## config.mk

```make
export PLATFORM = sky130hd
export DESIGN_NAME = uart_irq_ident
export DESIGN_NICKNAME = d
export VERILOG_FILES = /design/src/rtl/uart_irq_pkg.sv /design/src/rtl/uart_irq_sticky.sv /design/src/rtl/uart_irq_thre.sv /design/src/rtl/uart_irq_prio.sv /design/src/rtl/uart_irq_ident.sv
export SDC_FILE = /design/constraint.sdc
export NUM_CORES = 1
export LEC_CHECK = 0
export ABC_AREA = 1
export CAP_MARGIN = 20
export CORE_MARGIN = 2
export CORE_UTILIZATION = 40
export CTS_CLUSTER_DIAMETER = 150
export DETAILED_ROUTE_END_ITERATION = 6
export PLACE_DENSITY = 0.78
export SKIP_CTS_REPAIR_TIMING = 1
export SYNTH_ARGS = -nofsm -noshare
export SYNTH_HDL_FRONTEND = slang
export SYNTH_HIERARCHICAL = 1
export SYNTH_SLANG_ARGS = --single-unit
export TNS_END_PERCENT = 10
```

## constraint.sdc

```tcl
create_clock -name clk -period 1.9 [get_ports clk]
set_input_delay 0.38 -clock clk [delete_from_list [all_inputs] [get_ports clk]]
set_output_delay 0.38 -clock clk [all_outputs]
set_load 0.02 [all_outputs]
```

## src/rtl/uart_irq_pkg.sv

```systemverilog
package uart_irq_pkg;

  localparam int unsigned IER_W  = 4;
  localparam int unsigned CODE_W = 4;

  localparam int unsigned EN_RX = 0;
  localparam int unsigned EN_TX = 1;
  localparam int unsigned EN_LS = 2;
  localparam int unsigned EN_MS = 3;

  typedef enum logic [CODE_W-1:0] {
    IID_MS   = 4'b0000,
    IID_NONE = 4'b0001,
    IID_TX   = 4'b0010,
    IID_RX   = 4'b0100,
    IID_LS   = 4'b0110,
    IID_TMO  = 4'b1100
  } iid_e;

  typedef struct packed {
    logic ls;
    logic tmo;
    logic rx;
    logic tx;
    logic ms;
  } pend_t;

endpackage

```

## src/rtl/uart_irq_sticky.sv

```systemverilog
module uart_irq_sticky (
  input  logic clk,
  input  logic rst,
  input  logic set_i,
  input  logic clr_i,
  output logic q_o
);

  always_ff @(posedge clk) begin
    if (rst) q_o <= 1'b0;
    else     q_o <= set_i | (q_o & ~clr_i);
  end

endmodule

```

## src/rtl/uart_irq_thre.sv

```systemverilog
module uart_irq_thre (
  input  logic clk,
  input  logic rst,
  input  logic thre_i,
  input  logic rearm_i,
  input  logic clr_i,
  output logic q_o
);

  logic thre_d;
  logic rise;

  assign rise = thre_i & ~thre_d;

  always_ff @(posedge clk) begin
    if (rst) begin
      thre_d <= 1'b0;
      q_o    <= 1'b0;
    end else begin
      thre_d <= thre_i;
      q_o    <= rise | rearm_i | (q_o & ~clr_i);
    end
  end

endmodule

```

## src/rtl/uart_irq_prio.sv

```systemverilog
module uart_irq_prio
  import uart_irq_pkg::*;
#(
  parameter int unsigned DATA_W = 8
) (
  input  pend_t             pend_i,
  input  logic [IER_W-1:0]  en_i,
  input  logic              fifo_i,
  output logic [DATA_W-1:0] iir_o,
  output logic              any_o
);

  pend_t live;
  iid_e  code;
  logic [CODE_W-1:0] code_m;

  always_comb begin
    live     = pend_i;
    live.ls  = pend_i.ls  & en_i[EN_LS];
    live.tmo = pend_i.tmo & en_i[EN_RX];
    live.rx  = pend_i.rx  & en_i[EN_RX];
    live.tx  = pend_i.tx  & en_i[EN_TX];
    live.ms  = pend_i.ms  & en_i[EN_MS];
  end

  always_comb begin
    if      (live.ls)  code = IID_LS;
    else if (live.tmo) code = IID_TMO;
    else if (live.rx)  code = IID_RX;
    else if (live.tx)  code = IID_TX;
    else if (live.ms)  code = IID_MS;
    else               code = IID_NONE;
  end

  always_comb begin
    code_m    = code;
    code_m[3] = code[3] & fifo_i;
    iir_o     = '0;
    iir_o[CODE_W-1:0]  = code_m;
    iir_o[DATA_W-1 -: 2] = {2{fifo_i}};
  end

  assign any_o = |live;

endmodule

```

## src/rtl/uart_irq_ident.sv

```systemverilog
module uart_irq_ident
  import uart_irq_pkg::*;
#(
  parameter int unsigned DATA_W = 8
) (
  input  logic              clk,
  input  logic              rst,
  input  logic              ier_we,
  input  logic [DATA_W-1:0] ier_wdata,
  output logic [DATA_W-1:0] ier_rdata,
  input  logic              fifo_en,
  input  logic              ls_evt,
  input  logic              ms_evt,
  input  logic              rx_avail,
  input  logic              rx_tmo,
  input  logic              thre_empty,
  input  logic              lsr_rd,
  input  logic              msr_rd,
  input  logic              rbr_rd,
  input  logic              thr_wr,
  input  logic              iir_rd,
  output logic [DATA_W-1:0] iir_rdata,
  output logic              irq
);

  localparam int unsigned NSTK = 3;
  localparam logic [DATA_W-1:0] IIR_RST = DATA_W'(IID_NONE);

  logic [IER_W-1:0] ier_q;
  logic [NSTK-1:0]  stk_set, stk_clr, stk_q;
  logic             tx_q, tx_clr, tx_rearm, any;
  logic [DATA_W-1:0] iir_live;
  pend_t            pend;
  logic             unused_wbits;

  assign unused_wbits = ^ier_wdata[DATA_W-1:IER_W];

  always_ff @(posedge clk) begin
    if (rst)         ier_q <= '0;
    else if (ier_we) ier_q <= ier_wdata[IER_W-1:0];
  end

  assign ier_rdata = DATA_W'(ier_q);

  assign stk_set = {rx_tmo, ms_evt, ls_evt};
  assign stk_clr = {rbr_rd, msr_rd, lsr_rd};

  for (genvar g = 0; g < NSTK; g++) begin : g_stk
    uart_irq_sticky u_stk (
      .clk   (clk),
      .rst   (rst),
      .set_i (stk_set[g]),
      .clr_i (stk_clr[g]),
      .q_o   (stk_q[g])
    );
  end

  assign tx_rearm = ier_we & ier_wdata[EN_TX] & ~ier_q[EN_TX] & thre_empty;
  assign tx_clr   = thr_wr | (iir_rd & (iir_live[CODE_W-1:0] == IID_TX));

  uart_irq_thre u_thre (
    .clk     (clk),
    .rst     (rst),
    .thre_i  (thre_empty),
    .rearm_i (tx_rearm),
    .clr_i   (tx_clr),
    .q_o     (tx_q)
  );

  always_comb begin
    pend.ls  = stk_q[0];
    pend.ms  = stk_q[1];
    pend.tmo = stk_q[2];
    pend.rx  = rx_avail;
    pend.tx  = tx_q;
  end

  uart_irq_prio #(.DATA_W(DATA_W)) u_prio (
    .pend_i (pend),
    .en_i   (ier_q),
    .fifo_i (fifo_en),
    .iir_o  (iir_live),
    .any_o  (any)
  );

  always_ff @(posedge clk) begin
    if (rst) begin
      irq       <= 1'b0;
      iir_rdata <= IIR_RST;
    end else begin
      irq <= any;
      if (iir_rd) iir_rdata <= iir_live;
    end
  end

endmodule

```

After elaboration in Yosys (flattened, before gate mapping):

Index checks and enable logic that the tools add are counted.

* equality and inequality tests: 1
* muxes and demuxes: 5
* bitwise logic cells: 27
* reduce and logical (&&, ||, !) cells: 1

Operator list (number)
* $mux 4: 4
* $and 1x1->1: 15
* $not 1->1: 6
* $or 1x1->1: 6
* $reduce_or 5->1: 1
* $eq 4x2->1 const B: 1
* $mux 1: 1

* register bits after elaboration: 15
* input bits: 22
* output and inout bits: 17
* logic and storage cells: 42

Longest topological paths before layout:

Gate-level depths: netlist of run 1.

* word-level depth: 13
* mapped depth: 13

Hierarchy:

The synthesis of run 1 kept the hierarchy.

By module, submodules not included
* uart_irq_ident: instances 1, cells an instance 67, area each 529.3 µm², seq. area each 260.2 µm²
* uart_irq_prio: instances 1, cells an instance 23, area each 126.4 µm², seq. area each 0.0 µm²
* uart_irq_sticky: instances 3, cells an instance 5, area each 40.0 µm², seq. area each 20.0 µm²
* uart_irq_thre: instances 1, cells an instance 13, area each 82.6 µm², seq. area each 40.0 µm²

Worst setup path before layout of run 1:

No wires, ideal clock.

* kind: register to register
* from: register ier_q[1]
* to: register u_thre.q_o
* setup time: 109 ps
* data arrival time: 1168 ps
* slack: 623 ps
* stages on the path, launching flop included: 14
* buffers on the path: 0
* period minus slack after synthesis: 1277 ps
* cell sequence: dfxtp_1 -> nand2_1 -> inv_1 -> nand3_1 -> nand2_1 -> nand2_4 -> inv_2 -> nand3_1 -> nand2_1 -> inv_1 -> nand2_1 -> nand3_1 -> nand2_1 -> inv_1

* longest elaborated chain between the ends: 11

Ends and longest elaborated chain
* from (decl): line uart_irq_ident.sv:29 `logic [IER_W-1:0] ier_q;`
* from (signal assigned): line uart_irq_ident.sv:40 `else if (ier_we) ier_q <= ier_wdata[IER_W-1:0];`
* $and 1x1->1: line uart_irq_prio.sv:22 `live.tx = pend_i.tx & en_i[EN_TX];`
* $mux 4: line uart_irq_prio.sv:30 `else if (live.tx) code = IID_TX;`
* $mux 4: line uart_irq_prio.sv:29 `else if (live.rx) code = IID_RX;`
* $mux 4: line uart_irq_prio.sv:28 `else if (live.tmo) code = IID_TMO;`
* $mux 4: line uart_irq_prio.sv:27 `if (live.ls) code = IID_LS;`
* net iir_live[1]: line uart_irq_ident.sv:32 `logic [DATA_W-1:0] iir_live;`
* $eq 4x2->1: line uart_irq_ident.sv:59 `assign tx_clr = thr_wr | (iir_rd & (iir_live[CODE_W-1:0] == IID_TX));`
* $and 1x1->1: line uart_irq_ident.sv:59
* $or 1x1->1: line uart_irq_ident.sv:59
* net tx_clr: line uart_irq_ident.sv:31 `logic tx_q, tx_clr, tx_rearm, any;`
* $not 1->1: line uart_irq_thre.sv:21 `q_o <= rise | rearm_i | (q_o & ~clr_i);`
* $and 1x1->1: line uart_irq_thre.sv:21
* $or 1x1->1: line uart_irq_thre.sv:21
* to (signal assigned): line uart_irq_thre.sv:21
* to (decl): line uart_irq_thre.sv:7 `output logic q_o`

The timed path passes the listed nets, and every way through them passes these cells.
A chain may end at the register's enable or synchronous reset.

Final worst setup path of run 1:

* from: register ier_q[0]
* to: output port ier_rdata[0]

RTL lines
* to (decl): line uart_irq_ident.sv:10 `output logic [DATA_W-1:0] ier_rdata,`

No word-level cell between the ends.

==> metrics.md, run 1 <==
| Metric | Value |
|---|---|
| RSZ-0062 raised after global routing | false |
| Via Count | 763 |
| Starting Density | 42.9% |
| Fmax | 0.573 GHz |
| Post-route ant nets | 0 |
| Worst-Skew Late Latency | around 0.28 ns |
| Final setup fails | 0 |
| Worst endpoint data arrival time | approximately 1.4 ns |
| Final Routed Wirelength | 1620 um |
| Mapped Area | 858 sq um |
| Worst setup SP type | flip-flop |
| Final period util | 91.8% |
| Clock-pin transition on the worst setup and hold timing paths | ~0.090 ns |
| Syn Inst Count | 118 |
| DRC viols | 0 |
| Min Tclk post-route | roughly 1.7 ns |
| Cell family with most CP delay | buffers and inverters |
| EDFF count, synth | 0 |
| Die Y | between 50 and 60 um |
| GRT Total Usage | between 10% and 20% |
| Hold Path Class | flip-flop to flip-flop |
| Max-slew violations | 0 |
| DPL Wire Length | 1340 um |
| Critical-path cell list | clkdlybuf4s50_1 |
| Sequential area share after synthesis | between 40% and 50% |
| Max_cap viols | 0 |
| CP Max Fanout | 5 |
| Design Power | ~770 uW |
| Share of cells above drive strength 1 | between 10% and 20% |
| Worst vdd ir | 0.000353 V |
| Vias in the first global route | 762 |
| Clock Path Buffers | 2 |
| Max incr delay on CP | 0.64 ns |
| Fin Setup TNS | 0 ns |
| CTS Sinks | 18 |
| Core Box Area | 2000 sq um |
| Netlist cell types | 19 |
| Most frequent cell after synthesis | nor2_1 |
| Critical path capture point type | primary output |
| IO Pins | 39 |
| Worst EP required | 1.52 ns |
| DR vias/cell | approximately 4.4 |
| Critical path type | flip-flop to primary output |
| Max Clock Skew | approximately 0.0027 ns |
| Synthesized flop and latch total | 18 |
| Root buffer cell | clkbuf_4 |
| Synth top cells by count | 23 x nor2_1, 18 x dfxtp_1, 18 x inv_1 |
| Total Nets Final | 172 |
| Cts bufs inserted | 3 |
| First-pass GRT wire length | about 2900 um |
| Synth top area share | 42.0% |
| PortBufs | 30 |
| Rows | 16 |
| Status | complete, no violations |
| Die ar. | 2530 sq um |
| LEAKAGE | 0.000587 uW |
| Largest net degree at the start of global routing | 11 |
| Pre-antenna DRT Iters | 4 |
| Worst Path Buf+Inv | 1 |
| Ys flop type | dfxtp_1 |
| RePlAce Congestion | between 0.7 and 0.8 |
| Fin. Hold Viols | 0 |
| Initial antenna violation count | 0 |
| Slowest CP cell | clkdlybuf4s50_1 |
| CTS tree | yes |
| Cell taking the most area after synthesis | dfxtp_1 |
| Area Overhead vs Synth | 36.7% |
| Power Dens Cells | about 660 nW/um^2 |
| N_diodes | 0 |
| Yosys warns | 6 |
| Syn Area/Cell | 7.27 sq um |
| Gr ovfl total | 0 |
| Chip width | 50.3 um |
| Wire per inst | 9.25 um |
| H-tree levels | 1 |
| Initial detailed-routing violation count | 9 |
| Ys async rst share | 0% |
| Synth top area cells | dfxtp_1 42%, nor2_1 10%, inv_1 7.9% |
cell families (layout without fill, tap and decap cells):
group                  count (synthesis)  count (layout)  synth area share [%]
AO/OA/AOI/OAI                         14              14                  9.91
buffers and inverters                 31              57                  18.7
flip-flops                            18              18                  42.0
other                                  2               6                 0.875
AND/OR/NAND/NOR                       53              53                  28.6
stage by stage:
step / cell area [sq um] / utilization [%] / instances / hold slack, ns / setup WS, ns
after CTS: 1170 / 58.6 / 175 / 0.478 / 0.140
after detailed placement: 1150 / 57.5 / 172 / 0.461 / 0.230
after global placement: 1150 / 57.5 / 172 / 0.443 / 0.284
after global routing: 1170 / 58.6 / 175 / 0.505 / 0.104
final: 1170 / 58.6 / 175 / 0.477 / 0.156
after floorplan: 873 / - / 122 / 0.441 / 0.623
final timing paths:
kind,start,endpoint,slack [ns],cells after the start
worst max register to register,ier_q[1]$_SDFFE_PP0P_,u_thre/q_o$_SDFF_PP0_,0.60,13
worst min register to register,iir_rdata[1]$_SDFFE_PP0P_,iir_rdata[1]$_SDFFE_PP0P_,0.48,2
worst min-delay path,iir_rdata[1]$_SDFFE_PP0P_,iir_rdata[1]$_SDFFE_PP0P_,0.48,2
worst max-delay path,ier_q[0]$_SDFFE_PP0P_,ier_rdata[0],0.16,1
power breakdown:
| group | internal (uW) | switching, uW |
|---|---|---|
| Sequential | 402 | 16.1 |
| Combinational | 88.3 | 89.6 |
| Clock | 73.4 | 104 |
| Total | 564 | 210 |
layer usage:
metal | track usage [%] | wire length (um) | share of wire, %
met2 | 28.1 | 837 | 52
met3 | 2.68 | 106 | 6.6
met4 | 2.70 | 0 | 0
met5 | 0 | 0 | 0
met1 | 16.5 | 674 | 42
registers in the layout, indices dropped and copies added, names as in the netlist:
signal / cells
u_thre/thre_d: 1
ier_q: 4
iir_rdata: 8
irq: 1
u_thre/q_o: 1
g_stk.u_stk/q_o: 3
final cells by class:
type / count / area (sq um)
repair buffers: 32 / 315
multi-input cells: 73 / 353
clock buffers: 3 / 22.5
well taps: 27 / 33.8
fillers: 204 / 828
inverters: 22 / 88.8
flip-flops and latches: 18 / 360
cell usage in the layout, fill, tap and decap left out:
cell type,count
nand2_1,17
nand2_4,2
clkinv_2,1
nand2_2,3
clkdlybuf4s50_1,30
nor3b_2,1
nor2_1,23
clkbuf_4,3
nor2_2,1
inv_2,2
inv_1,18
nand3_1,5
a21oi_2,4
inv_6,1
conb_1,6
nand3_2,1
dfxtp_1,18
a21oi_1,1
o21ai_0,9
buf_4,2
Power figures use the tool's default switching activity.
==> inputs of run 2 (changes only) <==
==> constraint.sdc (replaced) <==
create_clock -name clk -period 1.9 [get_ports clk]
set_input_delay 0.38 -clock clk [delete_from_list [all_inputs] [get_ports clk]]
set_output_delay 0.38 -clock clk [all_outputs]
set_load 0.05 [all_outputs]
==> metrics.md, run 2 (same netlist as run 1, synthesis figures left out) <==
| Metric | Value |
|---|---|
| Max_cap viols | 0 (unchanged) |
| RSZ-0062 raised after global routing | false |
| Rows | 16 (unchanged) |
| Critical path capture point type | primary output |
| DR vias/cell | 4.46 (+2.2%) |
| DRC viols | 0 (unchanged) |
| Fin. Hold Viols | 0 (unchanged) |
| Hold Slack | 0.469 ns (-0.00735 ns) |
| Initial detailed-routing violation count | 15 (+6) |
| Hold Path Class | flip-flop to flip-flop |
| Via Count | 780 (+2.2%) |
| Clock Path Buffers | 2 (unchanged) |
| Max-slew violations | 0 (unchanged) |
| CTS Sinks | 18 (unchanged) |
| Worst-Skew Late Latency | 0.28 ns (about the same) |
| Pre-antenna DRT Iters | 4 (unchanged) |
| Cts bufs inserted | 3 (unchanged) |
| Worst endpoint data arrival time | 1.46 ns (+0.10 ns) |
| Worst setup SP type | flip-flop |
| Chip width | 50.3 um (unchanged) |
| Top reg by flops | iir_rdata |
| Cell family with most CP delay | buffers and inverters |
| Vias in the first global route | 728 (-4.5%) |
| Largest regs | iir_rdata (8), ier_q (4), g_stk.u_stk/q_o (3) |
| Status | complete, no violations |
| Worst EP required | 1.52 ns (about the same) |
| Clock-pin transition on the worst setup and hold timing paths | 0.10 ns (about the same) |
| Post-route ant nets | 0 (unchanged) |
| RePlAce Congestion | 0.736 (-0.22%) |
| Root buffer cell | clkbuf_4 |
| Die Y | 50.3 um (unchanged) |
| Final Routed Wirelength | 1660 um (+2.5%) |
| First-pass GRT wire length | 2810 um (-3.5%) |
| Share of cells above drive strength 1 | 16.2% (+2.0 points) |
| Final period util | 96.7% (+4.9 points) |
| Wire per inst | 9.48 um (+2.5%) |
| PortBufs | 30 (unchanged) |
| Area Overhead vs Synth | 35.9% |
| Fmax | 0.544 GHz (-5.1%) |
| Final setup fails | 0 (unchanged) |
| Worst Path Buf+Inv | 1 (unchanged) |
| Commonest cells after routing, fill and taps aside | 27 x clkdlybuf4s50_1, 23 x nor2_1, 18 x inv_1, 18 x dfxtp_1, 17 x nand2_1 |
| Max reg flops | 8 (unchanged) |
| Largest net degree at the start of global routing | 11 (unchanged) |
| Die ar. | 2530 sq um (unchanged) |
| N_diodes | 0 (unchanged) |
| Min Tclk post-route | 1.84 ns (+0.0930 ns) |
| LEAKAGE | 0.000591 uW (+0.81%) |
| Power Dens Cells | 710 nW/um^2 (+7.7%) |
| Max Clock Skew | 0.000860 ns (-0.00186 ns) |
| Core Box Area | 2000 sq um (unchanged) |
| CTS tree | yes |
| Gr ovfl total | 0 (unchanged) |
| Max incr delay on CP | 0.81 ns (+0.17 ns) |
| CP Max Fanout | 3 (-2) |
| IO Pins | 39 (unchanged) |
| GRT Total Usage | 14.1% (-0.43 points) |
| Critical-path cell list | clkdlybuf4s50_1 |
| Worst vdd ir | 0.000365 V (+3.5%) |
| Starting Density | 42.9% (unchanged) |
| Fin Setup TNS | 0 ns (unchanged) |
| H-tree levels | 1 (unchanged) |
| Critical path type | flip-flop to primary output |
| DPL Wire Length | 1310 um (-2.4%) |
| Initial antenna violation count | 0 (unchanged) |
| Total Nets Final | 172 (unchanged) |
| Commonest non-fill, non-tap cell in the layout | clkdlybuf4s50_1 |
| Slowest CP cell | clkdlybuf4s50_1 |
[run 2: cell types whose count changed in the layout (fill, tap and decap cells not counted), sizes merged]
cell,previous run,this run
buf,2,5
clkdlybuf4s50,30,27
[run 2: routing by layer]
layer  part of all wire (%)  vias to the layer above  global-route usage, %  wire length (um)
li1                       -                      400                      -                 -
met1                     42                      341                   15.7               695
met2                     49                       39                   27.6               815
met3                    8.9                        0                   2.68               148
met4                      0                        0                   2.70                 0
met5                      0                        -                      0                 0
[run 2: path summary, 6_finish.rpt]
path | cells after the start | from | endpoint | slack [ns]
max | 1 | ier_q[3]$_SDFFE_PP0P_ | ier_rdata[3] | 0.06
min | 2 | iir_rdata[1]$_SDFFE_PP0P_ | iir_rdata[1]$_SDFFE_PP0P_ | 0.47
max reg2reg | 13 | ier_q[1]$_SDFFE_PP0P_ | u_thre/q_o$_SDFF_PP0_ | 0.59
min reg2reg | 2 | iir_rdata[1]$_SDFFE_PP0P_ | iir_rdata[1]$_SDFFE_PP0P_ | 0.47
[run 2: metrics by stage]
step / total power, uW / area (sq um) / util (%) / instances / setup slack, ns
floorplan: 580 / 873 / - / 122 / 0.392
global placement: 650 / 1140 / 57.1 / 172 / 0.284
detailed placement: 655 / 1140 / 57.1 / 172 / 0.242
CTS: 834 / 1170 / 58.3 / 175 / 0.0568
global route: 874 / 1170 / 58.3 / 175 / 0.0165
finish: 828 / 1170 / 58.3 / 175 / 0.0631
[run 2: area by class of cell]
type,instances,area [sq um]
repair buffers,32,308
clock buffers,3,22.5
flip-flops and latches,18,360
inverters,22,88.8
well taps,27,33.8
fillers,206,836
multi-input cells,73,353
[run 2: report_power, final]
part | switching [uW] | total, uW | internal [uW]
Sequential | 17.1 | 419 | 402
Clock | 108 | 182 | 73.5
Combinational | 141 | 227 | 86.5
Total | 266 | 828 | 562
